File: src/rtl/scan_pkg.sv
package scan_pkg;
  typedef enum logic [2:0] {
    ST_IDLE,
    ST_SHIFT,
    ST_CAPTURE,
    ST_UNLOAD,
    ST_DONE
  } scan_state_e;
endpackage

File: src/rtl/scan_cut_logic.sv
module scan_cut_logic #(
  parameter int N = 8
) (
  input  logic [N-1:0] q_i,
  output logic [N-1:0] d_o
);
  for (genvar i = 0; i < N; i++) begin : g_bit
    assign d_o[i] = q_i[(i+1)%N] ^ (q_i[i] & q_i[(i+N-1)%N]);
  end
endmodule

File: src/rtl/scan_reg_bank.sv
module scan_reg_bank #(
  parameter int N = 8
) (
  input  logic         clk_i,
  input  logic         rst_ni,
  input  logic         scan_en_i,
  input  logic         cap_en_i,
  input  logic         scan_in_i,
  input  logic [N-1:0] d_i,
  output logic [N-1:0] q_o,
  output logic         scan_out_o
);
  logic [N-1:0] q_q;
  logic [N-1:0] nxt;
  logic         upd;

  assign upd = scan_en_i | cap_en_i;

  for (genvar i = 0; i < N; i++) begin : g_cell
    logic chain_src;
    if (i == N-1) begin : g_top
      assign chain_src = scan_in_i;
    end else begin : g_mid
      assign chain_src = q_q[i+1];
    end
    assign nxt[i] = scan_en_i ? chain_src : d_i[i];

    always_ff @(posedge clk_i or negedge rst_ni) begin
      if (!rst_ni)  q_q[i] <= 1'b0;
      else if (upd) q_q[i] <= nxt[i];
    end
  end

  assign q_o        = q_q;
  assign scan_out_o = q_q[0];

  a_r1_shift_moves: assert property (@(posedge clk_i) disable iff (!rst_ni)
    scan_en_i |=> (q_q[N-2:0] == $past(q_q[N-1:1])) && (q_q[N-1] == $past(scan_in_i)));

  a_r3_capture_loads: assert property (@(posedge clk_i) disable iff (!rst_ni)
    (cap_en_i && !scan_en_i) |=> q_q == $past(d_i));

  a_r3_hold_idle: assert property (@(posedge clk_i) disable iff (!rst_ni)
    (!cap_en_i && !scan_en_i) |=> $stable(q_q));
endmodule

File: src/rtl/scan_seq_ctrl.sv
module scan_seq_ctrl
  import scan_pkg::*;
#(
  parameter int N       = 8,
  parameter int MAX_PAT = 16,
  localparam int IDX_W  = $clog2(MAX_PAT),
  localparam int CNT_W  = $clog2(MAX_PAT+1),
  localparam int BIT_W  = (N > 2) ? $clog2(N) : 1
) (
  input  logic             clk_i,
  input  logic             rst_ni,
  input  logic             start_i,
  input  logic [CNT_W-1:0] num_pat_i,
  input  logic [N-1:0]     pat_i,
  input  logic [N-1:0]     exp_i,
  input  logic             scan_bit_i,
  output logic             scan_en_o,
  output logic             cap_en_o,
  output logic             scan_in_o,
  output logic [IDX_W-1:0] pat_idx_o,
  output logic             busy_o,
  output logic             done_o,
  output logic             fail_o,
  output logic [IDX_W-1:0] fail_idx_o
);
  localparam logic [BIT_W-1:0] LAST_BIT = BIT_W'(N-1);

  scan_state_e      state_q;
  logic [BIT_W-1:0] bit_cnt_q;
  logic [IDX_W-1:0] pat_cnt_q, last_idx_q, fail_idx_q;
  logic [N-1:0]     pat_sr_q, exp_sr_q, exp_nxt_q;
  logic             fail_q;

  logic [CNT_W-1:0] num_eff;
  logic             shifting, cmp_active, mismatch, phase_end;
  logic [IDX_W-1:0] cmp_idx;

  assign num_eff    = (num_pat_i > CNT_W'(MAX_PAT)) ? CNT_W'(MAX_PAT) : num_pat_i;
  assign shifting   = (state_q == ST_SHIFT) || (state_q == ST_UNLOAD);
  assign phase_end  = shifting && (bit_cnt_q == LAST_BIT);
  // first shift phase of a run unloads stale chain contents
  assign cmp_active = ((state_q == ST_SHIFT) && (pat_cnt_q != '0)) || (state_q == ST_UNLOAD);
  assign cmp_idx    = (state_q == ST_UNLOAD) ? pat_cnt_q : pat_cnt_q - 1'b1;
  assign mismatch   = cmp_active && (scan_bit_i != exp_sr_q[0]);

  always_ff @(posedge clk_i or negedge rst_ni) begin
    if (!rst_ni) begin
      state_q    <= ST_IDLE;
      bit_cnt_q  <= '0;
      pat_cnt_q  <= '0;
      last_idx_q <= '0;
      pat_sr_q   <= '0;
      exp_sr_q   <= '0;
      exp_nxt_q  <= '0;
      fail_q     <= 1'b0;
      fail_idx_q <= '0;
    end else begin
      unique case (state_q)
        ST_IDLE, ST_DONE: begin
          if (start_i) begin
            fail_q     <= 1'b0;
            fail_idx_q <= '0;
            bit_cnt_q  <= '0;
            pat_cnt_q  <= '0;
            if (num_eff == '0) begin
              state_q <= ST_DONE;
            end else begin
              last_idx_q <= IDX_W'(num_eff - 1'b1);
              pat_sr_q   <= pat_i;
              exp_nxt_q  <= exp_i;
              state_q    <= ST_SHIFT;
            end
          end
        end
        ST_SHIFT, ST_UNLOAD: begin
          pat_sr_q  <= {1'b0, pat_sr_q[N-1:1]};
          exp_sr_q  <= {1'b0, exp_sr_q[N-1:1]};
          bit_cnt_q <= bit_cnt_q + 1'b1;
          if (mismatch && !fail_q) begin
            fail_q     <= 1'b1;
            fail_idx_q <= cmp_idx;
          end
          if (phase_end) begin
            bit_cnt_q <= '0;
            if (state_q == ST_SHIFT) begin
              state_q <= ST_CAPTURE;
            end else begin
              pat_cnt_q <= '0;
              state_q   <= ST_DONE;
            end
          end
        end
        ST_CAPTURE: begin
          exp_sr_q <= exp_nxt_q;
          if (pat_cnt_q == last_idx_q) begin
            pat_sr_q <= '0;
            state_q  <= ST_UNLOAD;
          end else begin
            pat_cnt_q <= pat_cnt_q + 1'b1;
            pat_sr_q  <= pat_i;
            exp_nxt_q <= exp_i;
            state_q   <= ST_SHIFT;
          end
        end
        default: state_q <= ST_IDLE;
      endcase
    end
  end

  assign scan_en_o  = shifting;
  assign cap_en_o   = (state_q == ST_CAPTURE);
  assign scan_in_o  = pat_sr_q[0];
  assign pat_idx_o  = (state_q == ST_CAPTURE) ? pat_cnt_q + 1'b1 : pat_cnt_q;
  assign busy_o     = (state_q != ST_IDLE) && (state_q != ST_DONE);
  assign done_o     = (state_q == ST_DONE);
  assign fail_o     = fail_q;
  assign fail_idx_o = fail_idx_q;

  a_r3_single_capture: assert property (@(posedge clk_i) disable iff (!rst_ni)
    (state_q == ST_CAPTURE) |=> (state_q != ST_CAPTURE));

  a_r2_phase_len: assert property (@(posedge clk_i) disable iff (!rst_ni)
    (shifting && bit_cnt_q != LAST_BIT) |=> (state_q == $past(state_q)));

  a_r2_phase_exit: assert property (@(posedge clk_i) disable iff (!rst_ni)
    phase_end |=> !shifting);

  a_r6_fail_sticky: assert property (@(posedge clk_i) disable iff (!rst_ni)
    (fail_q && busy_o) |=> fail_q);

  a_r6_first_idx_kept: assert property (@(posedge clk_i) disable iff (!rst_ni)
    (fail_q && busy_o) |=> $stable(fail_idx_q));

  a_r5_unload_zero_fill: assert property (@(posedge clk_i) disable iff (!rst_ni)
    (state_q == ST_UNLOAD) |-> !scan_in_o);
endmodule

File: src/rtl/scan_test_ctrl.sv
module scan_test_ctrl #(
  parameter int N       = 8,
  parameter int MAX_PAT = 16,
  localparam int IDX_W  = $clog2(MAX_PAT),
  localparam int CNT_W  = $clog2(MAX_PAT+1)
) (
  input  logic             clk_i,
  input  logic             rst_ni,
  input  logic             start_i,
  input  logic [CNT_W-1:0] num_pat_i,
  input  logic [N-1:0]     pat_i,
  input  logic [N-1:0]     exp_i,
  output logic [IDX_W-1:0] pat_idx_o,
  output logic             busy_o,
  output logic             done_o,
  output logic             fail_o,
  output logic [IDX_W-1:0] fail_idx_o,
  output logic             scan_en_o,
  output logic             scan_out_o
);
  logic [N-1:0] bank_q, cut_d;
  logic         scan_en, cap_en, scan_in;

  scan_seq_ctrl #(.N(N), .MAX_PAT(MAX_PAT)) u_ctrl (
    .clk_i      (clk_i),
    .rst_ni     (rst_ni),
    .start_i    (start_i),
    .num_pat_i  (num_pat_i),
    .pat_i      (pat_i),
    .exp_i      (exp_i),
    .scan_bit_i (scan_out_o),
    .scan_en_o  (scan_en),
    .cap_en_o   (cap_en),
    .scan_in_o  (scan_in),
    .pat_idx_o  (pat_idx_o),
    .busy_o     (busy_o),
    .done_o     (done_o),
    .fail_o     (fail_o),
    .fail_idx_o (fail_idx_o)
  );

  scan_reg_bank #(.N(N)) u_bank (
    .clk_i      (clk_i),
    .rst_ni     (rst_ni),
    .scan_en_i  (scan_en),
    .cap_en_i   (cap_en),
    .scan_in_i  (scan_in),
    .d_i        (cut_d),
    .q_o        (bank_q),
    .scan_out_o (scan_out_o)
  );

  scan_cut_logic #(.N(N)) u_cut (
    .q_i (bank_q),
    .d_o (cut_d)
  );

  assign scan_en_o = scan_en;

  a_r9_modes_exclusive: assert property (@(posedge clk_i) disable iff (!rst_ni)
    !(scan_en && cap_en));
endmodule

File: config.mk
export PLATFORM = sky130hd
export DESIGN_NAME = scan_test_ctrl
export DESIGN_NICKNAME = d
export VERILOG_FILES = /design/src/rtl/scan_pkg.sv /design/src/rtl/scan_cut_logic.sv /design/src/rtl/scan_reg_bank.sv /design/src/rtl/scan_seq_ctrl.sv /design/src/rtl/scan_test_ctrl.sv
export SDC_FILE = /design/constraint.sdc
export NUM_CORES = 1
export LEC_CHECK = 0
export BUFFER_PORTS_ARGS = -buffer_cell sky130_fd_sc_hd__buf_2
export CAP_MARGIN = 20
export CELL_PAD_IN_SITES_DETAIL_PLACEMENT = 1
export CELL_PAD_IN_SITES_GLOBAL_PLACEMENT = 2
export CORE_UTILIZATION = 39
export DETAILED_ROUTE_END_ITERATION = 8
export HOLD_SLACK_MARGIN = 0.06
export PLACE_DENSITY_LB_ADDON = 0.1
export RECOVER_POWER = 25
export SYNTH_ARGS = -nofsm -noshare
export SYNTH_HDL_FRONTEND = slang
export SYNTH_SLANG_ARGS = --single-unit
File: constraint.sdc
create_clock -name clk_i -period 3.2 [get_ports clk_i]
set_input_delay 0.32 -clock clk_i [delete_from_list [all_inputs] [get_ports clk_i]]
set_output_delay 0.32 -clock clk_i [all_outputs]
set_load 0.05 [all_outputs]
# After elaboration in Yosys (flattened, before gate mapping)
# Cells that the tools add are included.
# totals
regBits	51
input_bits	24
output_inout_bits	13
elab_cells	118
# classes
add_sub_neg	4
order_cmp	1
n_eq_ne	14
n_mux	39
bitwise	18
n_reduce_logical	25
# ops
op	n
$mux W8	6
$pmux W8 S2	2
$mux W4	7
$pmux W8 S3	1
$mux W3	6
$pmux W4 S3	1
$mux W1	10
$pmux W3 S3	1
$reduce_and A3 Y1	3
$and A1 B1 Y1	8
$ne A2 B2 Y1 const B	4
$pmux W4 S2	1
$sub A4 B1 Y4 const B	2
$xor A1 B1 Y1	8
$eq A3 B2 Y1 const B	2
$eq A3 B3 Y1 const B	2
$pmux W3 S2	1
$reduce_bool A2 Y1	3
$reduce_bool A3 Y1	2
$gt A5 B5 Y1 const B	1
$logic_and A1 B1 Y1	5
$logic_not A5 Y1	1
$mux W5	1
$reduce_and A5 Y1	1
18 further kinds	22

# Logic depth before layout (Yosys ltp)
# Gate-level depths: netlist of the first run.
# depth
ltp_word	7
mapped_depth	8

# Cells and area by module
# A second synthesis of the first run with hierarchy kept.
# hier_totals
cells_unflattened	274
hier_area_um2	2867.8
# modules_own_cells
module	n_inst	cells_per_inst	area_per_inst_um2	seq_area_each_um2
scan_seq_ctrl	1	216	2334.7	1076.0
scan_reg_bank	1	42	432.9	200.2
scan_cut_logic	1	16	100.1	0.0

# Least setup slack after synthesis of the first run
# Ideal clock, no wire load.
# synth_path
path_type	register to output
start	reg u_ctrl.state_q[0]
end	out done_o
arrival_time_ns	1.884
required_time_ns	2.880
path_slack_ns	0.996
stages_incl_launch_ff	5
n_path_buf	2
path_cell_list	dfrtp_1 buf_6 or2_2 clkbuf_1 nor2_1
# synth_via
elab_chain_cells	1
# synth_rtl
element	line_no	rtl
start: declaration	scan_seq_ctrl.sv:28	scan_state_e state_q;
start signal: assignment	scan_seq_ctrl.sv:48	state_q <= ST_IDLE;
start signal: assignment	scan_seq_ctrl.sv:66	state_q <= ST_DONE;
start signal: assignment	scan_seq_ctrl.sv:71	state_q <= ST_SHIFT;
$eq A3 B3 Y1	scan_seq_ctrl.sv:115	assign done_o = (state_q == ST_DONE);
end: declaration	scan_test_ctrl.sv:15	output logic done_o,
# Every way passes these cells.

# Final worst setup path of the first run
# layout_path
start	reg u_ctrl.state_q[2]
end	out pat_idx_o[2]
# layout_via
elab_chain_cells	2
# layout_rtl
element	line_no	rtl
$eq A3 B2 Y1	scan_seq_ctrl.sv:113	assign pat_idx_o = (state_q == ST_CAPTURE) ? pat_cnt_q + 1'b1 : pat_cnt_q;
$mux W4	scan_seq_ctrl.sv:113	
end: declaration	scan_test_ctrl.sv:13	output logic [IDX_W-1:0] pat_idx_o,
# Every way passes these cells.

==> summary.md, run 1 <==
| Metric | Value |
|---|---|
| Post-route antenna net violation count | 0 |
| Storage element area | 1276 um2 |
| CP Data Required Time | 2880 ps |
| Core ar. | 6907 um2 |
| Top cells by area, synth | dfrtp_1, nand2_1, o21ai_0 |
| Sink Count | 51 |
| DR WL met3 | 146 um |
| Vias per cell | 5.290 |
| Average size of a mapped cell | 9.668 um2 |
| Die Y | a little under 90 um |
| Hold Path Class | primary input to flop |
| Pwr dens | 918.7 nW/um2 |
| Clock power frac | 0.136 |
| Root Buffer | clkbuf_8 |
| Buf/Inv on CP | 2 |
| Syn-to-layout area delta | 12.37% |
| N_diodes | 0 |
| Cell taking the most area after synthesis | dfrtp_1 |
| Total setup buffers inserted after CTS | 0 |
| CTS Buf Count | 5 |
| Max Cap Violations | 1 |
| # IOs | 37 |
| Switching power | 1274 uW |
| Worst slew pin tran | 2195 ps |
| Power Total | just under 3000 uW |
| Share of the synthesized area in the top cell type | 0.4505 |
| Top cells by instance count after synthesis | dfrtp_1, nand2_1, o21ai_0 |
| CP most frequent cell | nand2_1 |
| Die width | a little under 90 um |
| Routed WL per cell | 15.88 um |
| Worst r2r dst | u_ctrl.fail_idx_o[1] |
| Detailed Route WL | 6684 um |
| Die ar. | 7608 um2 |
| Seq cells post-synth | 51 |
| Setup slack, reg-to-reg | 1000 ps |
| Clk_skew | 2.931 ps |
| Main synth FF type | dfrtp_1 |
| M1 wire length | between 3000 and 4000 um |
| Post-synth EDFFs | 0 |
| Pint | 1650 uW |
| # hold bufs at CTS | 0 |
| DP HPWL | 4710 um |
| Final Hold Fails | 0 |
| Period utilisation layout | 0.8077 |
| Worst Setup Start Kind | flop |
| Total track usage | 0.1937 |
| Capture point of the critical path | pat_idx_o[2] |
| Critical R2R Launch | u_ctrl.state_q[2] |
| PostCTS Resize Cnt | 0 |
| Vias | 2,227 |
| CP max-delay cell | or3b_1 |
| Sequential Power Share | 0.388 |
| Failing checks | max-capacitance violations, max-slew violations |
| DRT Pass-1 Iters | 4 |
| Ratio of cells with drive above 1 in the final layout | 0.2154 |
| Endpoint type of the worst setup path | output pin |
| Final nets | 354 |
| Net count after synthesis | around 320 |
| Dpl ws | 926.8 ps |
| Max Fclk | 0.3869 GHz |
| Insertion delay to the later sink of the worst-skew pair | 300 ps |
| RSZ-0062 raised after global routing | false |
| Vias in the first global route | around 2,300 |
| DR DRC count | 0 |
| DR iter-0 viols | 68 |
| Sw Share | 0.4358 |
| HP Start | num_pat_i[0] |
| Combinational power share | 0.476 |
| Synth warn | 0 |
| Worst-path cell chain | or3b_1 -> inv_2 -> nand2_1 -> or2_2 -> nand2_1 -> buf_2 |
| Status | finished, violations left |
| I/O Buffers | 36 |
| Worst path depth | 6 |
| Met2 Wirelength | 2926 um |
| Placer congestion estimate | 0.7882 |
| VDD IR max | 342.9 uV |
| Crit path from | u_ctrl.state_q[2] |
| Multi-input gate area | 1445 um2 |
| Minimum clock period | approximately 2600 ps |
| Pleak | 0.001469 uW |
| Setup ws final | 615.4 ps |
| Fill count | 829 |
| Largest net degree at the start of global routing | 40 |
| Reg clk slew, reported paths | 100 ps |
| Mapped Area | 2833 um2 |
| Maximum clock insertion buffer count | 2 |
| Total Neg Setup Slack | 0 ps |
| Rel. slew slack | -0.4632 |
| Hold Slack | 243.2 ps |
| Row Count | 30 |
| Top-count cell post-synth | dfrtp_1 |
| Netlist cell types | 46 |
| Global-route wire length before repair | 11,480 um |
| Grt total ovfl | 0 |
| CP Class | flop to output pin |
| Slew Viols, Final | 40 |
| CTS tree | built |
| CP delay by family, top | simple AND/OR/NAND/NOR gates |
| H-tree Lvls | 2 |
| Initial core utilization | 0.4101 |
| Post-Syn Instances | between 200 and 300 |
| Final setup vio count | 0 |
| Initial antenna violation count | 0 |
| Max incr delay on CP | approximately 600 ps |
| Seq/Total Area, Yosys | 0.4505 |
| Crit path DAT | about 2300 ps |
| CP max FO | 10 |
| Post-synth ARST share | 1.000 |
| Top Layer Used | met4 |
| Worst Reg-to-Reg Cells | 5 |
-- power by group through the flow --
| stage | combinational, uW | sequential (uW) | clock (uW) |
|---|---|---|---|
| floorplan | 1060 | 1170 | 0 |
| global placement | 1360 | 1150 | 0 |
| detailed placement | 1400 | 1150 | 0 |
| CTS | 1410 | 1140 | 420 |
| global route | 1550 | 1170 | 442 |
| finish | 1390 | 1130 | 398 |
-- worst min-delay path by stage --
| stage | cells after the start | end | slack (ps) |
|---|---|---|---|
| 3_3_place_gp | 2 | u_ctrl.pat_sr_q[1] | 460 |
| 2_1_floorplan | 0 | u_bank.g_cell[0].chain_src | 20 |
| 4_1_cts | 1 | u_ctrl.fail_idx_o[3] | 180 |
| 6_report | 2 | u_ctrl.last_idx_q[0] | 240 |
| 5_1_grt | 2 | u_ctrl.exp_nxt_q[6] | 230 |
| 3_5_place_dp | 2 | u_ctrl.pat_sr_q[1] | 470 |
-- kinds of logic after synthesis --
group	Yosys count	synth area share
multiplexers	19	0.08172
flip-flops	51	0.4505
adder cells (fa/ha/maj)	6	0.02650
AO/OA/AOI/OAI	87	0.1992
XOR/XNOR	11	0.03401
AND/OR/NAND/NOR	95	0.1687
buffers and inverters	24	0.03931
-- cells in the final DEF (no fill, tap or decap), types with 8 or more instances in the layout --
cell       n
a21oi_1   25
buf_2     35
dfrtp_1   51
mux2_4     8
mux2i_1   10
nand2_1   44
nand2b_1   9
nor2_1     8
nor2b_1   11
o21ai_0   27
o31ai_1    9
xnor2_1    9
-- cell type report --
cell class	instances	share of cell area
repair buffers	41	0.06800
multi-input cells	218	0.4540
flip-flops and latches	51	0.4009
well taps	96	0.03774
clock buffers	6	0.02594
clock inverters	2	0.005110
inverters	7	0.008255
-- state kept, by name (all words and copies together), names as in the netlist --
| signal | cells |
|---|---|
| u_ctrl.state_q | 3 |
| u_ctrl.exp_sr_q | 8 |
| u_ctrl.fail_idx_o | 4 |
| u_ctrl.fail_o | 1 |
| u_ctrl.exp_nxt_q | 8 |
| u_ctrl.last_idx_q | 4 |
| u_bank.g_cell.chain_src | 7 |
| u_ctrl.pat_cnt_q | 4 |
| u_ctrl.pat_sr_q | 8 |
| u_ctrl.bit_cnt_q | 3 |
| u_bank.scan_out_o | 1 |
-- layer usage --
| metal | up-vias | track usage |
|---|---|---|
| li1 | 1098 | - |
| met5 | - | 0 |
| met1 | 1097 | 0.2861 |
| met2 | 28 | 0.3006 |
| met4 | 0 | 0.04471 |
| met3 | 4 | 0.02749 |
-- worst register-to-register path: cells and delay by family (launching register included) --
family	cells	cell delay [ps]
flip-flops	1	510
AND/OR/NAND/NOR	2	1090
AO/OA/AOI/OAI	2	290
buffers and inverters	1	230
-- stage by stage --
| stage | utilization | cell area [um2] | instances |
|---|---|---|---|
| after floorplan | - | 2833 | 293 |
| after global placement | 0.4467 | 3085 | 413 |
| after detailed placement | 0.4467 | 3085 | 413 |
| after CTS | 0.4611 | 3184 | 421 |
| after global routing | 0.4609 | 3183 | 421 |
| final | 0.4609 | 3183 | 421 |
Note: power is estimated with default switching activity, not from simulation.
==> run 2, diff against run 1 <==
Settings changed: CORE_UTILIZATION 39 to 36.
Clock period 3.2 ns to 2.55 ns, I/O delays scaled along.
==> run 2 against run 1 <==
Effect of this change: the run now ends clean; critical path depth did not move; combinational power rose by 29%; sequential power rose by 26%; final area rose by 2.0%; setup slack got worse by 480 ps; clock power rose by 41%; worst hold slack got worse by 86 ps; power rose by 29%.
==> summary.md, run 2 (synthesized netlist as in run 1, its figures left out) <==
| Metric | Value |
|---|---|
| RSZ-0062 raised after global routing | false |
| Max Fclk | 0.4146 GHz |
| Row Count | 31 (+3.3%) |
| Die ar. | 8227 um2 (+8.1%) |
| DRT Pass-1 Iters | 4 (unchanged) |
| Max incr delay on CP | 570 ps (-20 ps) |
| I/O Buffers | 36 (unchanged) |
| # IOs | 37 (unchanged) |
| CP max FO | 10 (unchanged) |
| Status | complete, no violations |
| Ratio of cells with drive above 1 in the final layout | 0.2236 (+0.008180) |
| DP HPWL | 4878 um (+3.6%) |
| Detailed Route WL | 6959 um (+4.1%) |
| Placer congestion estimate | 0.7093 (-10%) |
| Slew Viols, Final | 0 (-100%) |
| Grt total ovfl | 0 (unchanged) |
| Pleak | 0.001501 uW (+2.2%) |
| Sink Count | 51 (unchanged) |
| CP most frequent cell | nand2_1 |
| Initial core utilization | 0.3804 (-0.02977) |
| DR DRC count | 0 (unchanged) |
| Reg clk slew, reported paths | 90 ps (about the same) |
| CP Data Required Time | 2300 ps (-580 ps) |
| Largest net degree at the start of global routing | 31 (-23%) |
| Vias in the first global route | 2,295 (-0.35%) |
| Total track usage | 0.1806 (-0.01310) |
| Total Neg Setup Slack | 0 ps (unchanged) |
| Post-route antenna net violation count | 0 (unchanged) |
| Hold Path Class | primary input to flop |
| Worst slew pin tran | 1144 ps (-1051 ps) |
| Max Cap Violations | 0 (-1) |
| Die Y | 90.71 um (+4.0%) |
| Sw Share | 0.4269 (-0.008864) |
| Root Buffer | clkbuf_8 |
| Setup ws final | 138.1 ps (-477.3 ps) |
| PostCTS Resize Cnt | 0 (unchanged) |
| Minimum clock period | between 2000 and 2500 ps |
| Die width | 90.71 um (+4.0%) |
| Syn-to-layout area delta | 14.58% |
| CP Class | flop to output pin |
| VDD IR max | 385.2 uV (+12%) |
| Insertion delay to the later sink of the worst-skew pair | 310 ps (about the same) |
| Clock power frac | 0.149 (+0.013) |
| Fin cells | 430 (+2.1%) |
| Hold Slack | 157.1 ps (-86.08 ps) |
| Final Hold Fails | 0 (unchanged) |
| Vias per cell | 5.216 (-1.4%) |
| N_diodes | 0 (unchanged) |
| Endpoint type of the worst setup path | output pin |
| Core ar. | 7447 um2 (+7.8%) |
| Placed Instances | 422 (+2.2%) |
| Rel. slew slack | 0.2376 (+0.7008) |
| Sequential Power Share | 0.377 (-0.011) |
| Worst-path cell chain | or3b_1 -> inv_2 -> nand2_1 -> or2_2 -> nand2_1 -> buf_2 |
| CTS Buf Count | 5 (unchanged) |
| Dpl ws | 471.2 ps (-455.6 ps) |
| Initial antenna violation count | 0 (unchanged) |
| Fill count | 910 (+9.8%) |
| Clk_skew | 10.02 ps (+7.086 ps) |
| Switching power | 1610 uW (+26%) |
| Pint | 2161 uW (+31%) |
| Vias | 2,243 (+0.72%) |
| Routed WL per cell | 16.18 um (+1.9%) |
| CP max-delay cell | or3b_1 |
| Final setup vio count | 0 (unchanged) |
| Crit path DAT | 2160 ps (-100 ps) |
| Final nets | 361 (+2.0%) |
| Worst Setup Start Kind | flop |
| DR iter-0 viols | 77 (+13%) |
| Maximum clock insertion buffer count | 2 (unchanged) |
| H-tree Lvls | 2 (unchanged) |
| Largest regs | u_ctrl.exp_nxt_q (8), u_ctrl.exp_sr_q (8), u_ctrl.pat_sr_q (8) |
| Period utilisation layout | 0.9458 |
| Pwr dens | 1162 nW/um2 (+26%) |
| Most common cell after layout, fill and taps aside | dfrtp_1 |
| Combinational power share | 0.474 (-0.002) |
| CTS tree | built |
| Commonest non-fill, non-tap cells in the layout | dfrtp_1, nand2_1, buf_2 |
| Global-route wire length before repair | 11,870 um (+3.4%) |
run 2: cell types whose count changed in the layout (fill, tap and decap cells not counted), sizes merged:
cell,previous run,this run
dlygate4sd3,0,1
buf,40,45
bufinv,0,1
clkinv,2,1
run 2: critical path, delay by kind of cell, from the launching register on:
family	cells	cell delay [ps]
flip-flops	1	390
buffers and inverters	2	450
AND/OR/NAND/NOR	4	1010
run 2: layout make-up:
class                           count  area, um2  area share
Multi-Input combinational cell    218       1445      0.4453
Sequential cell                    51       1276      0.3932
Timing Repair Buffer               48      267.8     0.08250
Tap cell                           99      123.9     0.03817
Clock buffer                        5      68.82     0.02120
Clock inverter                      2      37.54     0.01157
Inverter                            7      26.28    0.008096
run 2: per-stage QoR:
stage               instance area (um2)  utilization  power (uW)
finish                             3246       0.4358        3771
global route                       3246       0.4358        4077
CTS                                3251       0.4365        3818
detailed placement                 3134       0.4209        3236
global placement                   3134       0.4209        3184
floorplan                          2833            -        2790
run 2: power by group through the flow:
stage / combinational (uW) / clock [uW] / sequential, uW
4_1_cts: 1820 / 581 / 1420
3_5_place_dp: 1800 / 0 / 1440
3_3_place_gp: 1750 / 0 / 1430
2_1_floorplan: 1320 / 0 / 1470
5_1_grt: 2000 / 605 / 1480
6_report: 1790 / 563 / 1420
run 2: worst paths after layout:
path,start,endpoint,slack (ps),cells past startpoint
setup / recovery,u_ctrl.state_q[0],pat_idx_o[2],140,6
hold / removal,num_pat_i[0],u_ctrl.last_idx_q[0],160,2
setup reg to reg,u_ctrl.state_q[0],u_ctrl.pat_sr_q[6],560,6
hold reg to reg,u_ctrl.pat_sr_q[1],u_ctrl.pat_sr_q[1],480,2
max in group asynchronous,rst_ni,u_ctrl.fail_idx_o[0],610,3
min in group asynchronous,rst_ni,u_ctrl.pat_cnt_q[2],690,2
run 2: routing by layer:
| layer | up-vias | track usage | wire [um] |
|---|---|---|---|
| met3 | 5 | 0.03283 | 173 |
| met1 | 1101 | 0.2565 | 3501 |
| li1 | 1109 | - | - |
| met2 | 28 | 0.2866 | 3225 |
| met5 | - | 0 | 0 |
| met4 | 0 | 0.03629 | 58 |
run 2: timing repair:
item,CTS,global route
hold endpoints to repair,18,0
buffers inserted,0,0
hold buffers,1,0
